--- config.mk ---
export PLATFORM = sky130hd
export DESIGN_NAME = mash111_mod
export DESIGN_NICKNAME = d
export VERILOG_FILES = /design/src/rtl/mash111_pkg.sv /design/src/rtl/mash111_stage.sv /design/src/rtl/mash111_comb.sv /design/src/rtl/mash111_mod.sv
export SDC_FILE = /design/constraint.sdc
export NUM_CORES = 1
export LEC_CHECK = 0
export ABC_AREA = 1
export ABC_CLOCK_PERIOD_IN_PS = 5500
export BUFFER_PORTS_ARGS = -buffer_cell sky130_fd_sc_hd__buf_2
export CAP_MARGIN = 10
export CORE_MARGIN = 10
export CORE_UTILIZATION = 54
export CTS_CLUSTER_DIAMETER = 100
export DETAILED_ROUTE_END_ITERATION = 10
export GPL_TIMING_DRIVEN = 0
export PLACE_DENSITY = 0.72
export SKIP_LAST_GASP = 1
export SYNTH_ARGS = -nofsm -noshare
export SYNTH_HDL_FRONTEND = slang
export SYNTH_SLANG_ARGS = --single-unit
--- constraint.sdc ---
create_clock -name clk -period 5.5 [get_ports clk]
set_clock_uncertainty 0.15 [all_clocks]
set_input_delay 0.825 -clock clk [delete_from_list [all_inputs] [get_ports clk]]
set_output_delay 0.825 -clock clk [all_outputs]
set_load 0.02 [all_outputs]
--- src/rtl/mash111_pkg.sv ---
package mash111_pkg;
  localparam int unsigned STAGES = 3;
  localparam int unsigned DITH_W = 4;
  typedef logic signed [DITH_W-1:0] dither_t;
endpackage

--- src/rtl/mash111_stage.sv ---
module mash111_stage #(
  parameter int unsigned FRAC_W = 8
) (
  input  logic              clk,
  input  logic              rst,
  input  logic              adv_i,
  input  logic [FRAC_W-1:0] in_i,
  output logic              carry_o,
  output logic [FRAC_W-1:0] resid_o
);
  logic [FRAC_W-1:0] acc_q;
  logic [FRAC_W:0]   sum;

  always_comb begin
    sum     = {1'b0, acc_q} + {1'b0, in_i};
    carry_o = sum[FRAC_W];
    resid_o = sum[FRAC_W-1:0];
  end

  always_ff @(posedge clk) begin
    if (rst)        acc_q <= '0;
    else if (adv_i) acc_q <= resid_o;
  end
endmodule

--- src/rtl/mash111_comb.sv ---
module mash111_comb
  import mash111_pkg::*;
(
  input  logic                clk,
  input  logic                rst,
  input  logic                adv_i,
  input  logic [STAGES-1:0]   c_i,
  output dither_t             y_o
);
  logic c1_d1, c1_d2, c2_d1, c2_d2, c3_d1, c3_d2;
  logic signed [DITH_W:0] t;

  always_comb begin
    t = $signed({4'b0000, c1_d2})
      + $signed({4'b0000, c2_d1}) - $signed({4'b0000, c2_d2})
      + $signed({4'b0000, c_i[2]}) - $signed({3'b000, c3_d1, 1'b0})
      + $signed({4'b0000, c3_d2});
    y_o = t[DITH_W-1:0];
  end

  always_ff @(posedge clk) begin
    if (rst) begin
      {c1_d1, c1_d2, c2_d1, c2_d2, c3_d1, c3_d2} <= '0;
    end else if (adv_i) begin
      c1_d1 <= c_i[0];
      c1_d2 <= c1_d1;
      c2_d1 <= c_i[1];
      c2_d2 <= c2_d1;
      c3_d1 <= c_i[2];
      c3_d2 <= c3_d1;
    end
  end
endmodule

--- src/rtl/mash111_mod.sv ---
module mash111_mod
  import mash111_pkg::*;
#(
  parameter int unsigned FRAC_W = 8,
  parameter int unsigned INT_W  = 4
) (
  input  logic               clk,
  input  logic               rst,
  input  logic               adv_i,
  input  logic [FRAC_W-1:0]  frac_i,
  input  logic [INT_W-1:0]   int_i,
  output logic [DITH_W-1:0]  dither_o,
  output logic [INT_W:0]     div_o
);
  localparam int unsigned DIV_W = INT_W + 1;

  logic [FRAC_W-1:0] chain [STAGES+1];
  logic [STAGES-1:0] carry;
  dither_t           y_next;
  logic [DIV_W-1:0]  div_next;

  assign chain[0] = frac_i;

  for (genvar g = 0; g < STAGES; g++) begin : g_stage
    mash111_stage #(.FRAC_W(FRAC_W)) u_stage (
      .clk    (clk),
      .rst    (rst),
      .adv_i  (adv_i),
      .in_i   (chain[g]),
      .carry_o(carry[g]),
      .resid_o(chain[g+1])
    );
  end

  mash111_comb u_comb (
    .clk  (clk),
    .rst  (rst),
    .adv_i(adv_i),
    .c_i  (carry),
    .y_o  (y_next)
  );

  assign div_next = {1'b0, int_i} + {{(DIV_W-DITH_W){y_next[DITH_W-1]}}, y_next};

  always_ff @(posedge clk) begin
    if (rst) begin
      dither_o <= '0;
      div_o    <= '0;
    end else if (adv_i) begin
      dither_o <= y_next;
      div_o    <= div_next;
    end
  end
endmodule

# After elaboration in Yosys (flattened, before gate mapping)
# Index checks and enable logic that the tools add are counted.
word_totals:
  ff_bits: 39
  in_bits: 15
  out_inout_bits: 9
op_classes:
  addsub: 9
ops:
  columns: ["cell", "n"]
  rows:
  - ["8-bit by 8-bit adder with 9-bit output", 3]
  - ["4-bit by 2-bit adder with 4-bit output", 2]
  - ["4-bit by 5-bit adder with 5-bit output", 1]
  - ["4-bit by 2-bit subtractor with 4-bit output", 1]
  - ["4-bit by 3-bit subtractor with 4-bit output", 1]
  - ["1-bit by 1-bit adder with 2-bit output", 1]

# Depth between registers and ports, before layout
logic_depth:
  ltp_word: 7
  ltp_mapped: 33
  mapped_depth_nobuf: 33

# Hierarchy
# A second synthesis with hierarchy kept.
hier_totals:
  hier_cells: 447
  hier_area_um2: 2981.6
modules_own_cells:
  columns: ["module", "n_inst", "seq_area_each_um2", "area_per_inst_um2", "cells_each"]
  rows:
  - ["mash111_stage", 3, 160.2, 681.9, 106]
  - ["mash111_mod", 1, 180.2, 513.0, 71]
  - ["mash111_comb", 1, 120.1, 422.9, 58]

# Worst setup path after synthesis
# No wires, ideal clock.
synth_path:
  path_kind: "input-to-reg"
  startpoint: "input frac_i[0]"
  endpoint: "register div_o[3]"
  arrival_time_ps: 5224
  stages: 31
  path_slack_ps: 10
  path_cell_list: "ha_1 > fa_1 > nand3_1 > nand2_1 > nand2_1 > nand2_1 > nand2_1 > nand2_1 > ha_1 > nand2_1 > inv_1 > a21oi_1 > nand2_1 > nand2_1 > nand2_1 > ha_1 > a21oi_1 > a21boi_0 > ha_1 > inv_1 > fa_1 > ha_1 > inv_1 > ha_1 > inv_1 > ha_1 > a21oi_1 > nand2_1 > xor2_1 > o21ai_0 > inv_1"
synth_rtl:
  columns: ["item", "line", "source"]
  rows:
  - ["start, declared", "mash111_mod.sv:10", "input logic [FRAC_W-1:0] frac_i,"]
  - ["end signal, assigned", "mash111_mod.sv:51", "div_o <= div_next;"]
  - ["end, declared", "mash111_mod.sv:13", "output logic [INT_W:0] div_o"]

==> impl_metrics.csv <==
group,metric,value,unit
worst_setup_path,r2r-end,"div_o[3]$_SDFFE_PP0P_",
place,place_area,2920,um2
yosys,synth.avg_cell_area,6.79,um2
finish,antenna_cells,0,
worst_setup_path,slowest_delay,0.48,ns
run_status,outcome,"completed",
finish,area_delta_synth_final,22.4,%
worst_setup_path,startpoint_type,"primary input",
worst_setup_path,path_max_fanout,5,
yosys,synth_cell_types,23,
routing,first_pass_iters,4,
yosys,ys_seq_area_share,28.7,%
yosys,synth_common_cells,"83 x nand2_1, 67 x nor2_1, 63 x inv_1",
yosys,postSynth.asyncResetShare,0,%
worst_setup_path,slowest_stage,"fa_1",
global_routing,grt_pass1_vias,2452,
clock_tree,clock_latency,0.30,ns
finish,fillers,428,
routing,drcViolationCount,0,
pwr,powerDensity,454,nW/um2
worst_setup_path,cp.required,5.55,ns
die,die_y,91.0,um
place,dpl_worst_slack,-0.668,ns
worst_setup_path,critical_path_class,"primary input to flop",
worst_hold_path,hp-class,"flop to flop",
timing,worst_slew_margin_rel,67.5,%
pwr,leakage,1.79,nW
timing,hold_viol,0,
worst_setup_path,cp.arrival,5.36,ns
worst_hold_path,holdPathStages,2,
die,io_pins,24,
yosys,synth_nets,454,
place,hpwl,4.85,mm
worst_hold_path,holdPathEnd,"div_o[4]$_SDFFE_PP0P_",
run,maxCapViolCount,0,
clock_tree,clkSinkCount,39,
timing,layout_setup_ws,0.192,ns
global_routing,grtUsageTotal,15.6,%
pwr,irDropWorstVdd,0.172,mV
place,io_buffers,23,
clock_tree,htree_levels,2,
clock_tree,cts_tree,"done",
global_routing,gr-total-overflow,0,
global_routing,grt_antenna_before_repair,0,
routing,wirelength,6.66,mm
pwr,p_total,1.51,mW
die,dieArea,8280,um2
yosys,syn-cell-area,2720,um2
finish,fin_nets,487,
routing,drtAntennaViolNets,0,
yosys,synth_warnings,0,
yosys,synth_ff_type,"dfxtp_1",
timing,period_needed,5.31,ns
routing,wl_per_cell,13.3,um
worst_setup_path,regToRegSetupSlack,0.50,ns
timing,period_share,96.5,%
place,gp_congestion,0.897,
finish,drive_above_1_share,21.0,%
yosys,synth.area.top_cells,"dfxtp_1 29%, ha_1 15%, nand2_1 11%",
clock_tree,numCtsBuffers,5,
yosys,syn_inst,401,
die,core,4820,um2
routing,drt_iter0_markers,130,
die,die_width,91.0,um
global_routing,grt_max_degree,13,
worst_setup_path,reg2reg_depth,31,
worst_hold_path,min-delay-start,"div_o[4]$_SDFFE_PP0P_",
yosys,yosysMostFrequentCell,"nand2_1",
timing,setup_viol,0,
global_routing,grt_pass1_wl,10.8,mm
die,placementRows,25,
clock_tree,clk_pin_slew_worst_paths,0.08,ns
timing,fmax,0.188,GHz
yosys,yosys.area.top_type_share,28.7,%
timing,worst_pin_slew,0.488,ns
yosys,synth_edf_count,0,
timing,setup_tns,0,ns
worst_setup_path,cp-end-kind,"flop",
worst_setup_path,rr_startpoint,"g_stage[0].u_stage.acc_q[0]$_SDFFE_PP0P_",
die,start_util,56.5,%
clock_tree,cts_buffer_depth,2,
yosys,synth_area_leader_cell,"dfxtp_1",
finish,finalInstanceArea,3330,um2
routing,num_vias,2487,
clock_tree,cts-root-buf,"clkbuf_8",
finish,fin_util,69.2,%
yosys,synth-seq-cells,39,
timing,drv_slew,0,
routing,vias_per_cell,4.96,
-- area by class of cell --
cell class	instances	area (um2)	area share, %
tap	67	83.8	2.52
inverter	63	236	7.10
clock inverter	2	37.5	1.13
sequential	39	781	23.4
timing repair buffer	26	138	4.13
clock buffer	5	68.8	2.07
multi-input combinational	287	1930	57.8
buffer	12	60.1	1.80
-- through the flow --
stage	instances	hold slack (ns)
3_5_place_dp	491	0.331
3_3_place_gp	491	0.316
6_report	501	0.353
5_1_grt	501	0.374
4_1_cts	498	0.354
2_1_floorplan	401	0.300
-- worst max-delay path by stage --
stage	slack, ns	from	cells after the start	end
2_1_floorplan	0.01	frac_i[0]	31	div_o[3]$_SDFFE_PP0P_
3_3_place_gp	-0.59	frac_i[0]	32	div_o[3]$_SDFFE_PP0P_
3_5_place_dp	-0.67	frac_i[0]	32	div_o[3]$_SDFFE_PP0P_
4_1_cts	0.01	frac_i[0]	31	div_o[3]$_SDFFE_PP0P_
5_1_grt	-0.07	frac_i[0]	32	div_o[3]$_SDFFE_PP0P_
6_report	0.19	frac_i[0]	32	div_o[3]$_SDFFE_PP0P_
-- kinds of logic (layout without fill, tap and decap cells) --
logic type	count (synthesis)	after routing	share of synthesized area [%]
fa+ha+maj	38	38	19.1
buf+inv	75	108	10.9
compound gates	51	51	9.70
flops	39	39	28.7
simple gates	187	187	28.0
xor+xnor	11	11	3.54
-- power breakdown --
group | internal (mW) | switching (mW) | leakage, nW
Combinational | 0.394 | 0.502 | 1.42
Clock | 0.133 | 0.111 | 0.0502
Sequential | 0.337 | 0.0368 | 0.324
Total | 0.864 | 0.650 | 1.79
-- metal layers --
metal / global-route usage [%] / share of wire (%) / vias up
met1: 18.9 / 47 / 1110
met4: 5.61 / 1.9 / 0
met2: 26.3 / 47 / 47
met5: 0 / 0 / -
met3: 3.46 / 3.4 / 10
li1: - / - / 1320
-- cell usage in the layout, fill, tap and decap left out --
cell	synthesis	routed
nand2_1	83	72
nor2_1	67	66
inv_1	63	61
dfxtp_1	39	39
buf_2	6	29
nand3_1	30	25
o21ai_0	22	21
ha_1	32	19
a21oi_1	20	12
ha_4	0	9
a21oi_2	0	8
nand2_2	0	8
nand3_2	1	6
o21ai_1	5	6
buf_4	2	5
clkbuf_8	0	5
clkbuf_1	4	4
ha_2	0	4
nand2_4	0	3
or2_1	3	3
xor2_2	0	3
xnor2_1	4	3
xor2_1	7	3
fa_2	0	3
fa_1	6	3
inv_2	0	2
nand3b_1	2	2
nor2_2	0	1
xor2_4	0	1
xnor2_2	0	1
nand4_1	1	1
a21boi_2	0	1
o211ai_1	1	1
a31oi_1	1	1
a211oi_1	1	1
bufinv_16	0	1
clkinvlp_4	0	1
-- timing repair --
action / 4_1_cts / 5_1_grt
hold buffers: 0 / 0
setup buffers: 0 / 3
gates resized for setup: 10 / 48
setup endpoints to repair: 3 / 3
pin swaps: 0 / 14
-- worst max-delay path: cells and delay by family --
kind            cells  cell delay [ns]
xor+xnor            1             0.15
buf+inv             5             0.30
simple gates       12             0.93
fa+ha+maj           9             2.43
compound gates      5             0.70
-- flip-flops by register name (all words and copies together) (netlist names) --
signal,count
g_stage.u_stage.acc_q,24
div_o,5
dither_o,4
u_comb.c1_d1,1
u_comb.c1_d2,1
u_comb.c2_d1,1
u_comb.c2_d2,1
u_comb.c3_d1,1
u_comb.c3_d2,1
Power figures use the tool's default switching activity.
